**config.mk**
```make
export PLATFORM = sky130hd
export DESIGN_NAME = pixel_fill_engine
export DESIGN_NICKNAME = d
export VERILOG_FILES = /design/src/rtl/pfe_pkg.sv /design/src/rtl/pfe_decode.sv /design/src/rtl/pfe_seq.sv /design/src/rtl/pfe_memport.sv /design/src/rtl/pixel_fill_engine.sv
export SDC_FILE = /design/constraint.sdc
export NUM_CORES = 1
export LEC_CHECK = 0
export ABC_AREA = 1
export BUFFER_PORTS_ARGS = -buffer_cell sky130_fd_sc_hd__buf_2
export CAP_MARGIN = 5
export CORE_MARGIN = 2
export CORE_UTILIZATION = 45
export CTS_CLUSTER_DIAMETER = 200
export DETAILED_ROUTE_END_ITERATION = 8
export GPL_TIMING_DRIVEN = 1
export PLACE_DENSITY = 0.75
export SLEW_MARGIN = 40
export SYNTH_ARGS = -nofsm -noshare
export SYNTH_HDL_FRONTEND = slang
export SYNTH_SLANG_ARGS = --single-unit
```
**constraint.sdc**
```tcl
create_clock -name clk -period 3.5 [get_ports clk]
set_input_delay 0.7 -clock clk [delete_from_list [all_inputs] [get_ports clk]]
set_output_delay 0.7 -clock clk [all_outputs]
set_load 0.02 [all_outputs]
```
**src/rtl/pfe_pkg.sv**
```systemverilog
package pfe_pkg;
   typedef enum logic [1:0] {
      OP_STIP = 2'd0,
      OP_FILL = 2'd1,
      OP_COPY = 2'd2
   } op_e;

   localparam int          MASK_W   = 32;
   localparam int          LEN_W    = 5;
   localparam int          SRC_W    = 24;
   localparam logic [23:0] FILL_KEY = 24'hFFFFFF;
endpackage

```
**src/rtl/pfe_decode.sv**
```systemverilog
module pfe_decode
   import pfe_pkg::*;
#(
   parameter int PIX_AW = 20,
   parameter int PIX_W  = 8
) (
   input  logic              bus_valid,
   input  logic              bus_write,
   input  logic              bus_blit,
   input  logic [PIX_AW+2:0] bus_addr,
   input  logic [31:0]       bus_wdata,
   input  logic              eng_busy,
   output logic              latch_stb,
   output logic              start_stb,
   output op_e               start_op,
   output logic [PIX_AW-1:0] start_dst,
   output logic [PIX_AW-1:0] start_src,
   output logic [LEN_W-1:0]  start_len_m1,
   output logic [MASK_W-1:0] start_mask,
   output logic [PIX_W-1:0]  latch_colour
);
   logic take;
   logic unused_bits;

   // writes are only taken while idle
   assign take         = bus_valid && bus_write && !eng_busy;
   assign latch_stb    = take && !bus_addr[2];
   assign start_stb    = take && bus_addr[2];
   assign start_dst    = bus_addr[PIX_AW+2:3];
   assign start_src    = bus_wdata[PIX_AW-1:0];
   assign start_len_m1 = bus_wdata[SRC_W+LEN_W-1:SRC_W];
   assign start_mask   = bus_wdata;
   assign latch_colour = bus_wdata[PIX_W-1:0];
   assign unused_bits  = ^bus_addr[1:0];

   always_comb begin
      if (!bus_blit)
         start_op = OP_STIP;
      else if (bus_wdata[SRC_W-1:0] == FILL_KEY)
         start_op = OP_FILL;
      else
         start_op = OP_COPY;
   end
endmodule

```
**src/rtl/pfe_seq.sv**
```systemverilog
module pfe_seq
   import pfe_pkg::*;
#(
   parameter int PIX_AW = 20,
   parameter int PIX_W  = 8
) (
   input  logic              clk,
   input  logic              rst_n,
   input  logic              latch_stb,
   input  logic              start_stb,
   input  op_e               start_op,
   input  logic [PIX_AW-1:0] start_dst,
   input  logic [PIX_AW-1:0] start_src,
   input  logic [LEN_W-1:0]  start_len_m1,
   input  logic [MASK_W-1:0] start_mask,
   input  logic [PIX_W-1:0]  latch_colour,
   output logic              busy,
   output logic              done,
   output op_e               cur_op,
   output logic [PIX_AW-1:0] cur_dst,
   output logic [PIX_AW-1:0] cur_src,
   output logic [LEN_W-1:0]  cur_step,
   output logic              cur_phase,
   output logic              cur_bit,
   output logic [PIX_W-1:0]  colour
);
   localparam logic [LEN_W-1:0] STIP_LAST = LEN_W'(MASK_W - 1);

   logic [LEN_W-1:0]  len_m1;
   logic [MASK_W-1:0] mask;
   logic              step_end;
   logic              last_step;

   assign cur_bit   = mask[MASK_W-1];
   // a copy step ends on its write phase, other steps take one cycle
   assign step_end  = busy && ((cur_op != OP_COPY) || cur_phase);
   assign last_step = (cur_op == OP_STIP) ? (cur_step == STIP_LAST)
                                          : (cur_step == len_m1);

   always_ff @(posedge clk or negedge rst_n) begin
      if (!rst_n) begin
         busy      <= 1'b0;
         done      <= 1'b0;
         cur_op    <= OP_STIP;
         cur_dst   <= '0;
         cur_src   <= '0;
         cur_step  <= '0;
         cur_phase <= 1'b0;
         len_m1    <= '0;
         mask      <= '0;
         colour    <= '0;
      end else begin
         done <= 1'b0;
         if (latch_stb)
            colour <= latch_colour;
         if (start_stb) begin
            busy      <= 1'b1;
            cur_op    <= start_op;
            cur_dst   <= start_dst;
            cur_src   <= start_src;
            cur_step  <= '0;
            cur_phase <= 1'b0;
            len_m1    <= start_len_m1;
            mask      <= start_mask;
         end else if (busy) begin
            if (cur_op == OP_COPY)
               cur_phase <= !cur_phase;
            if (step_end) begin
               if (last_step) begin
                  busy <= 1'b0;
                  done <= 1'b1;
               end else begin
                  cur_step <= cur_step + LEN_W'(1);
                  mask     <= {mask[MASK_W-2:0], 1'b0};
               end
            end
         end
      end
   end

   // a new operation is only started from idle
   a_r8_start_idle: assert property (@(posedge clk) disable iff (!rst_n)
      start_stb |-> !busy);
   // storing the colour never starts an operation
   a_r2_latch_no_op: assert property (@(posedge clk) disable iff (!rst_n)
      latch_stb |=> !busy);
   // done follows the fall of busy
   a_r9_done_after_busy: assert property (@(posedge clk) disable iff (!rst_n)
      done |-> (!busy && $past(busy)));
   // done lasts a single cycle
   a_r9_done_single: assert property (@(posedge clk) disable iff (!rst_n)
      done |=> !done);
endmodule

```
**src/rtl/pfe_memport.sv**
```systemverilog
module pfe_memport
   import pfe_pkg::*;
#(
   parameter int PIX_AW = 20,
   parameter int PIX_W  = 8
) (
   input  logic              clk,
   input  logic              rst_n,
   input  logic              busy,
   input  op_e               cur_op,
   input  logic [PIX_AW-1:0] cur_dst,
   input  logic [PIX_AW-1:0] cur_src,
   input  logic [LEN_W-1:0]  cur_step,
   input  logic              cur_phase,
   input  logic              cur_bit,
   input  logic [PIX_W-1:0]  colour,
   input  logic [PIX_W-1:0]  mem_rdata,
   output logic [PIX_AW-1:0] mem_addr,
   output logic [PIX_W-1:0]  mem_wdata,
   output logic              mem_we
);
   logic [PIX_AW-1:0] offs;
   logic              is_read;

   assign offs    = PIX_AW'(cur_step);
   assign is_read = (cur_op == OP_COPY) && !cur_phase;

   // additions wrap modulo 2^PIX_AW
   assign mem_addr  = is_read ? (cur_src + offs) : (cur_dst + offs);
   assign mem_wdata = (cur_op == OP_COPY) ? mem_rdata : colour;

   always_comb begin
      unique case (cur_op)
         OP_STIP: mem_we = busy && cur_bit;
         OP_FILL: mem_we = busy;
         OP_COPY: mem_we = busy && cur_phase;
         default: mem_we = 1'b0;
      endcase
   end

   // memory is only written while an operation runs
   a_r4_we_busy: assert property (@(posedge clk) disable iff (!rst_n)
      mem_we |-> busy);
   // every copy write is preceded by a read cycle
   a_r7_read_first: assert property (@(posedge clk) disable iff (!rst_n)
      (mem_we && cur_op == OP_COPY) |-> $past(busy && !mem_we));
endmodule

```
**src/rtl/pixel_fill_engine.sv**
```systemverilog
module pixel_fill_engine
   import pfe_pkg::*;
#(
   parameter int PIX_AW = 20,
   parameter int PIX_W  = 8
) (
   input  logic              clk,
   input  logic              rst_n,
   input  logic              bus_valid,
   input  logic              bus_write,
   input  logic              bus_blit,
   input  logic [PIX_AW+2:0] bus_addr,
   input  logic [31:0]       bus_wdata,
   output logic              bus_ready,
   output logic [31:0]       bus_rdata,
   output logic              busy,
   output logic              done,
   output logic [PIX_AW-1:0] mem_addr,
   output logic [PIX_W-1:0]  mem_wdata,
   output logic              mem_we,
   input  logic [PIX_W-1:0]  mem_rdata
);
   if (PIX_AW < LEN_W || PIX_AW > SRC_W) begin : g_bad_aw
      $error("pixel_fill_engine: PIX_AW out of range");
   end
   if (PIX_W < 1 || PIX_W > 32) begin : g_bad_pw
      $error("pixel_fill_engine: PIX_W out of range");
   end

   logic              latch_stb, start_stb;
   op_e               start_op, cur_op;
   logic [PIX_AW-1:0] start_dst, start_src, cur_dst, cur_src;
   logic [LEN_W-1:0]  start_len_m1, cur_step;
   logic [MASK_W-1:0] start_mask;
   logic [PIX_W-1:0]  latch_colour, colour;
   logic              cur_phase, cur_bit;

   assign bus_ready = !busy;
   assign bus_rdata = '0;

   pfe_decode #(.PIX_AW(PIX_AW), .PIX_W(PIX_W)) u_dec (
      .bus_valid    (bus_valid),
      .bus_write    (bus_write),
      .bus_blit     (bus_blit),
      .bus_addr     (bus_addr),
      .bus_wdata    (bus_wdata),
      .eng_busy     (busy),
      .latch_stb    (latch_stb),
      .start_stb    (start_stb),
      .start_op     (start_op),
      .start_dst    (start_dst),
      .start_src    (start_src),
      .start_len_m1 (start_len_m1),
      .start_mask   (start_mask),
      .latch_colour (latch_colour)
   );

   pfe_seq #(.PIX_AW(PIX_AW), .PIX_W(PIX_W)) u_seq (
      .clk          (clk),
      .rst_n        (rst_n),
      .latch_stb    (latch_stb),
      .start_stb    (start_stb),
      .start_op     (start_op),
      .start_dst    (start_dst),
      .start_src    (start_src),
      .start_len_m1 (start_len_m1),
      .start_mask   (start_mask),
      .latch_colour (latch_colour),
      .busy         (busy),
      .done         (done),
      .cur_op       (cur_op),
      .cur_dst      (cur_dst),
      .cur_src      (cur_src),
      .cur_step     (cur_step),
      .cur_phase    (cur_phase),
      .cur_bit      (cur_bit),
      .colour       (colour)
   );

   pfe_memport #(.PIX_AW(PIX_AW), .PIX_W(PIX_W)) u_mem (
      .clk       (clk),
      .rst_n     (rst_n),
      .busy      (busy),
      .cur_op    (cur_op),
      .cur_dst   (cur_dst),
      .cur_src   (cur_src),
      .cur_step  (cur_step),
      .cur_phase (cur_phase),
      .cur_bit   (cur_bit),
      .colour    (colour),
      .mem_rdata (mem_rdata),
      .mem_addr  (mem_addr),
      .mem_wdata (mem_wdata),
      .mem_we    (mem_we)
   );

   // reads never start work
   a_r10_read_idle: assert property (@(posedge clk) disable iff (!rst_n)
      (bus_valid && !bus_write && !busy) |=> !busy);
endmodule

```
# Word-level counts from Yosys, hierarchy flattened
# Cells that the tools add are included.
word_totals:
  ff_bits: 95
  elab_cells: 63
  output_inout_bits: 64
op_classes:
  n_addsub: 3
  n_eq_ne: 7
  reduce_logical: 18
  n_mux: 25
ops:
  columns: ["op", "count"]
  rows:
  - ["2-to-1 mux 32 bit", 4]
  - ["adder 20 x 5 -> 20 bit", 2]
  - ["== test 24 bit, second input constant", 1]
  - ["2-to-1 mux 20 bit", 1]
  - ["2-to-1 mux 5 bit", 4]
  - ["2-to-1 mux 1 bit", 12]
  - ["logical AND 1 bit", 8]
  - ["2-to-1 mux 8 bit", 1]
  - ["nonzero test 2 bit", 3]
  - ["adder 5 x 1 -> 5 bit, second input constant", 1]
  - ["== test 5 bit", 1]
  - ["== test 5 bit, second input constant", 1]
  - ["2-to-1 mux 2 bit", 2]
  - ["!= test 2 bit, second input constant", 2]
  - ["zero test 1 bit", 3]
  - ["one-hot mux 1 bit (3 select lines)", 1]
  - ["AND reduction 3 bit", 1]
  - ["== test 2 x 1 -> 1 bit, second input constant", 1]
  - ["== test 2 bit, second input constant", 1]
  - ["zero test 2 bit", 1]
  - ["AND reduction 2 bit", 1]
  - ["logical OR 1 bit", 1]

# Logic depth before layout (Yosys ltp)
depth:
  ltp_word: 6
  depth_mapped: 18
  mapped_depth_nobuf: 16

# Modules after synthesis
# Synthesis repeated with hierarchy kept, for this count alone.
unflattened:
  hier_cells: 890
  hier_area_um2: 6439.9
modules_own_cells:
  columns: ["mod", "cells_each", "area_per_inst_um2", "instances", "seq_area_each_um2"]
  rows:
  - ["pfe_seq", 525, 4220.3, 1, 2377.3]
  - ["pfe_memport", 220, 1221.2, 1, 0.0]
  - ["pfe_decode", 111, 750.7, 1, 0.0]
  - ["pixel_fill_engine", 34, 247.7, 1, 0.0]

# Worst setup path after synthesis
# Ideal clock, no wire load.
synth_timing:
  path_type: "reg2out"
  startpoint: "register u_seq.cur_phase"
  endpoint: "output port mem_addr[13]"
  arrival_ns: 2.554
  t_required_ns: 2.800
  slack_ns: 0.246
  path_stages_with_launch: 13
  path_buffers: 2
  cell_sequence: "dfrtp_1 inv_2 nand3_2 buf_2 clkbuf_1 o21ai_0 ha_1 nand3_1 nand2_1 a21oi_1 nor2_4 nand2_1 xor2_1"
synth_between:
  elab_chain_cells: 3
synth_lines:
  columns: ["element", "line_no", "rtl"]
  rows:
  - ["start, declared", "pfe_seq.sv:23", "output logic cur_phase,"]
  - ["start signal, assigned", "pfe_seq.sv:67", "cur_phase <= !cur_phase;"]
  - ["zero test 1 bit", "pfe_memport.sv:26", "assign is_read = (cur_op == OP_COPY) && !cur_phase;"]
  - ["logical AND 1 bit", "pfe_memport.sv:26", null]
  - ["2-to-1 mux 20 bit", "pfe_memport.sv:29", "assign mem_addr = is_read ? (cur_src + offs) : (cur_dst + offs);"]
  - ["end, declared", "pixel_fill_engine.sv:18", "output logic [PIX_AW-1:0] mem_addr,"]
# No other way between the ends.

# Final worst setup path
layout_timing:
  startpoint: "register u_seq.cur_op[0]"
  endpoint: "output port mem_addr[16]"
layout_between:
  elab_chain_cells: 3
layout_lines:
  columns: ["element", "line_no", "rtl"]
  rows:
  - ["start, declared", "pfe_seq.sv:19", "output op_e cur_op,"]
  - ["start signal, assigned", "pfe_seq.sv:58", "cur_op <= start_op;"]
  - ["== test 2 bit", "pfe_memport.sv:26", null]
  - ["logical AND 1 bit", "pfe_memport.sv:26", null]
  - ["2-to-1 mux 20 bit", "pfe_memport.sv:29", null]
# No other way between the ends.

==> flow_metrics.env <==
export IMPL_outcome="completed"
export IMPL_power_per_cell_area_nw_per_um2=925
export IMPL_vias=4779
export IMPL_ir_worst_vdd_mv=0.282
export IMPL_synth_compound_area_share_pct=6.32
export IMPL_tns_ns=0
export IMPL_die_x_um=114
export IMPL_setup_viol_count_final=0
export IMPL_syn_to_final_growth_pct=14.9
export IMPL_dp_hpwl_um=8650
export IMPL_port_buffers=97
export IMPL_leakagePower_uw=0.00350
export IMPL_first_pass_iters=5
export IMPL_ios=132
export IMPL_ys_ff_latch=95
export IMPL_synth_mux_area_share_pct=0
export IMPL_layout_min_cycle_time_ns=3.37
export IMPL_cts_hold_repair_buffers=0
export IMPL_synth_top_family_by_area="simple AND/OR/NAND/NOR gates"
export IMPL_drive_above_1_share_pct=17.9
export IMPL_r2r_setup_slack_ns=1.36
export IMPL_fillers=1148
export IMPL_gr_total_overflow=0
export IMPL_htreeDepth=3
export IMPL_synth_fa_ha_area_share_pct=1.99
export IMPL_maxCapViolCount=0
export IMPL_tritoncts="yes"
export IMPL_synth_distinct_cells=35
export IMPL_timing_rr_end="u_seq.mask[13]"
export IMPL_slew_viol_final=0
export IMPL_grt_pass1_vias=4342
export IMPL_cts_root_buf="clkbuf_16"
export IMPL_relSlewSlack_pct=48.8
export IMPL_synth_xor_area_share_pct=3.24
export IMPL_nets=903
export IMPL_cp_max_fo=11
export IMPL_synth_edff_count=0
export IMPL_clk_latency_ns=0.34
export IMPL_yosysMostFrequentCell="nand2_1"
export IMPL_synth_flop_cell="dfrtp_1"
export IMPL_coreArea_um2=11900
export IMPL_yosys_area_top_type="dfrtp_1"
export IMPL_avgSynthCellArea_um2=7.31
export IMPL_routed_wirelength_um=12500
export IMPL_antenna_found_initial=1
export IMPL_synthTopCellsByCount="nand2_1 (314), dfrtp_1 (95), inv_1 (62)"
export IMPL_yosysWarnings=0
export IMPL_path_clk_slew_ns=0.06
export IMPL_grt_first_pass_wirelength_um=20200
export IMPL_start_util_pct=45.6
export IMPL_crit_path_end_kind="output pin"
export IMPL_worst_setup_path_type="reg -> out"
export IMPL_gp_congestion=0.889
export IMPL_cp_required_ns=2.80
export IMPL_die_h_um=114
export IMPL_yosys_area_top_type_share_pct=44.0
export IMPL_final_antenna_net_count=0
export IMPL_clock_sinks=95
export IMPL_yosys_top_cells_area="dfrtp_1 (44%), nand2_1 (22%), o21ai_0 (5.2%)"
export IMPL_fin_hold_ws_ns=0.417
export IMPL_finalHoldViolations=0
export IMPL_synth_seq_area_share_pct=44.0
export IMPL_stdcell_count=980
export IMPL_grt_usage_pct=19.5
export IMPL_place_inst=959
export IMPL_min_path_type="in -> async"
export IMPL_fmax_ghz=0.297
export IMPL_syn_inst=740
export IMPL_r2r_cells=12
export IMPL_cts_buffer_depth=2
export IMPL_cts_buffers=9
export IMPL_avgRoutedWirePerCell_um=12.7
export IMPL_synthArstFlopShare_pct=100
export IMPL_synth_simple_area_share_pct=32.6
export IMPL_critPathArrivalTime_ns=2.67
export IMPL_dieArea_um2=12900
export IMPL_grt_max_degree=96
export IMPL_route_detailed_drc=0
export IMPL_num_rows=40
export IMPL_vias_per_cell=4.88
export IMPL_clock_skew_ns=0.00688
export IMPL_period_share_pct=96.3
export IMPL_synth_area_um2=5410
export IMPL_startpoint_type="register"
export IMPL_tightest_slew_ns=0.768
export IMPL_worstReg2RegStart="u_seq.cur_op[0]"
export IMPL_drt_initial_drc_count=283
through the flow:
stage	setup slack (ns)	cell area, um2	utilization (%)	power, uW
2_1_floorplan	0.246	5520	-	4010
3_3_place_gp	0.212	5870	49.5	4680
3_5_place_dp	0.151	5870	49.5	4740
4_1_cts	0.0239	6170	52.0	5710
5_1_grt	-0.0105	6210	52.3	6220
6_report	0.129	6210	52.4	5750
cell usage in the layout (no fill, tap or decap), types with 2 or more instances in the layout:
master     instances
a21oi_1            4
buf_2             95
buf_4             10
clkbuf_16          9
clkbuf_8           2
clkinv_2           4
conb_1            32
dfrtp_1           94
ha_1               6
inv_1             62
inv_2              4
nand2_1          313
nand2_2            6
nand3_1           55
nand3_4            2
nand4_1            9
nor2_1            18
nor2_2             4
nor2_4             4
nor4_1             2
o21ai_0           54
o21ai_1            5
xor2_1            19
power by group:
| group | leakage [uW] | internal (uW) | switching (uW) |
|---|---|---|---|
| logic | 0.00216 | 989 | 2030 |
| clock network | 0.000142 | 516 | 407 |
| registers | 0.00120 | 1570 | 239 |
worst max-delay path by stage:
stage                          startpoint           end  slack, ns  cells after the start
after global routing      u_seq.cur_op[0]  mem_addr[16]      -0.01                     14
after detailed placement  u_seq.cur_phase  mem_addr[15]       0.15                     11
final                     u_seq.cur_op[0]  mem_addr[16]       0.13                     14
after global placement    u_seq.cur_phase  mem_addr[15]       0.21                     11
after CTS                 u_seq.cur_phase  mem_addr[16]       0.02                     15
after floorplan           u_seq.cur_phase  mem_addr[13]       0.25                     12
cell type report:
class | instances | area [um2] | share of cell area [%]
multi-input combinational | 548 | 2540 | 40.9
sequential | 95 | 2380 | 38.3
timing repair buffer | 107 | 582 | 9.37
clock buffer | 12 | 256 | 4.13
inverter | 66 | 248 | 3.99
tap | 147 | 184 | 2.96
clock inverter | 4 | 20.0 | 0.322
antenna | 1 | 2.50 | 0.0403
layer usage:
metal,wire length [um],track usage (%),vias up,part of all wire (%)
li1,-,-,2425,-
met3,754,4.09,26,6.0
met2,5540,30.2,134,44
met4,366,8.46,0,2.9
met5,0,0,-,0
met1,5830,26.8,2194,47
worst max-delay path, cell delays in order (launching register included):
cell and delay, ns:
dfrtp_1 0.40, inv_2 0.09, nand3_4 0.14, o21ai_1 0.16, ha_2 0.21, fa_2 0.23
nand3_1 0.07, nand2_1 0.10, nand2_1 0.09, nand2_2 0.10, nand3_4 0.10, nor2_4 0.18
nand2_1 0.09, xor2_1 0.18, buf_4 0.17
registers in the layout (all words and copies together) (netlist names):
register         flops
u_seq.busy           1
u_seq.colour         8
u_seq.cur_dst       20
u_seq.cur_op         2
u_seq.cur_phase      1
u_seq.cur_src       20
u_seq.cur_step       5
u_seq.done           1
u_seq.len_m1         5
u_seq.mask          32
what timing repair did:
item | CTS | global route
hold endpoints to repair | 0 | 0
setup endpoints to repair | 13 | 8
pin swaps | 0 | 2
gates resized for setup | 3 | 7
setup buffers | 2 | 2
logic make-up (layout without fill, tap and decap cells):
| kind of cell | count (synthesis) | count (layout) |
|---|---|---|
| DFF | 95 | 95 |
| and+or+nand+nor | 421 | 421 |
| adders and majority gates | 8 | 8 |
| xor gates and xnor gates | 20 | 20 |
| other | 1 | 33 |
| AOI/OAI and AO/OA | 67 | 67 |
| buffers and inverters | 128 | 189 |
(Power assumes the default switching activity.)
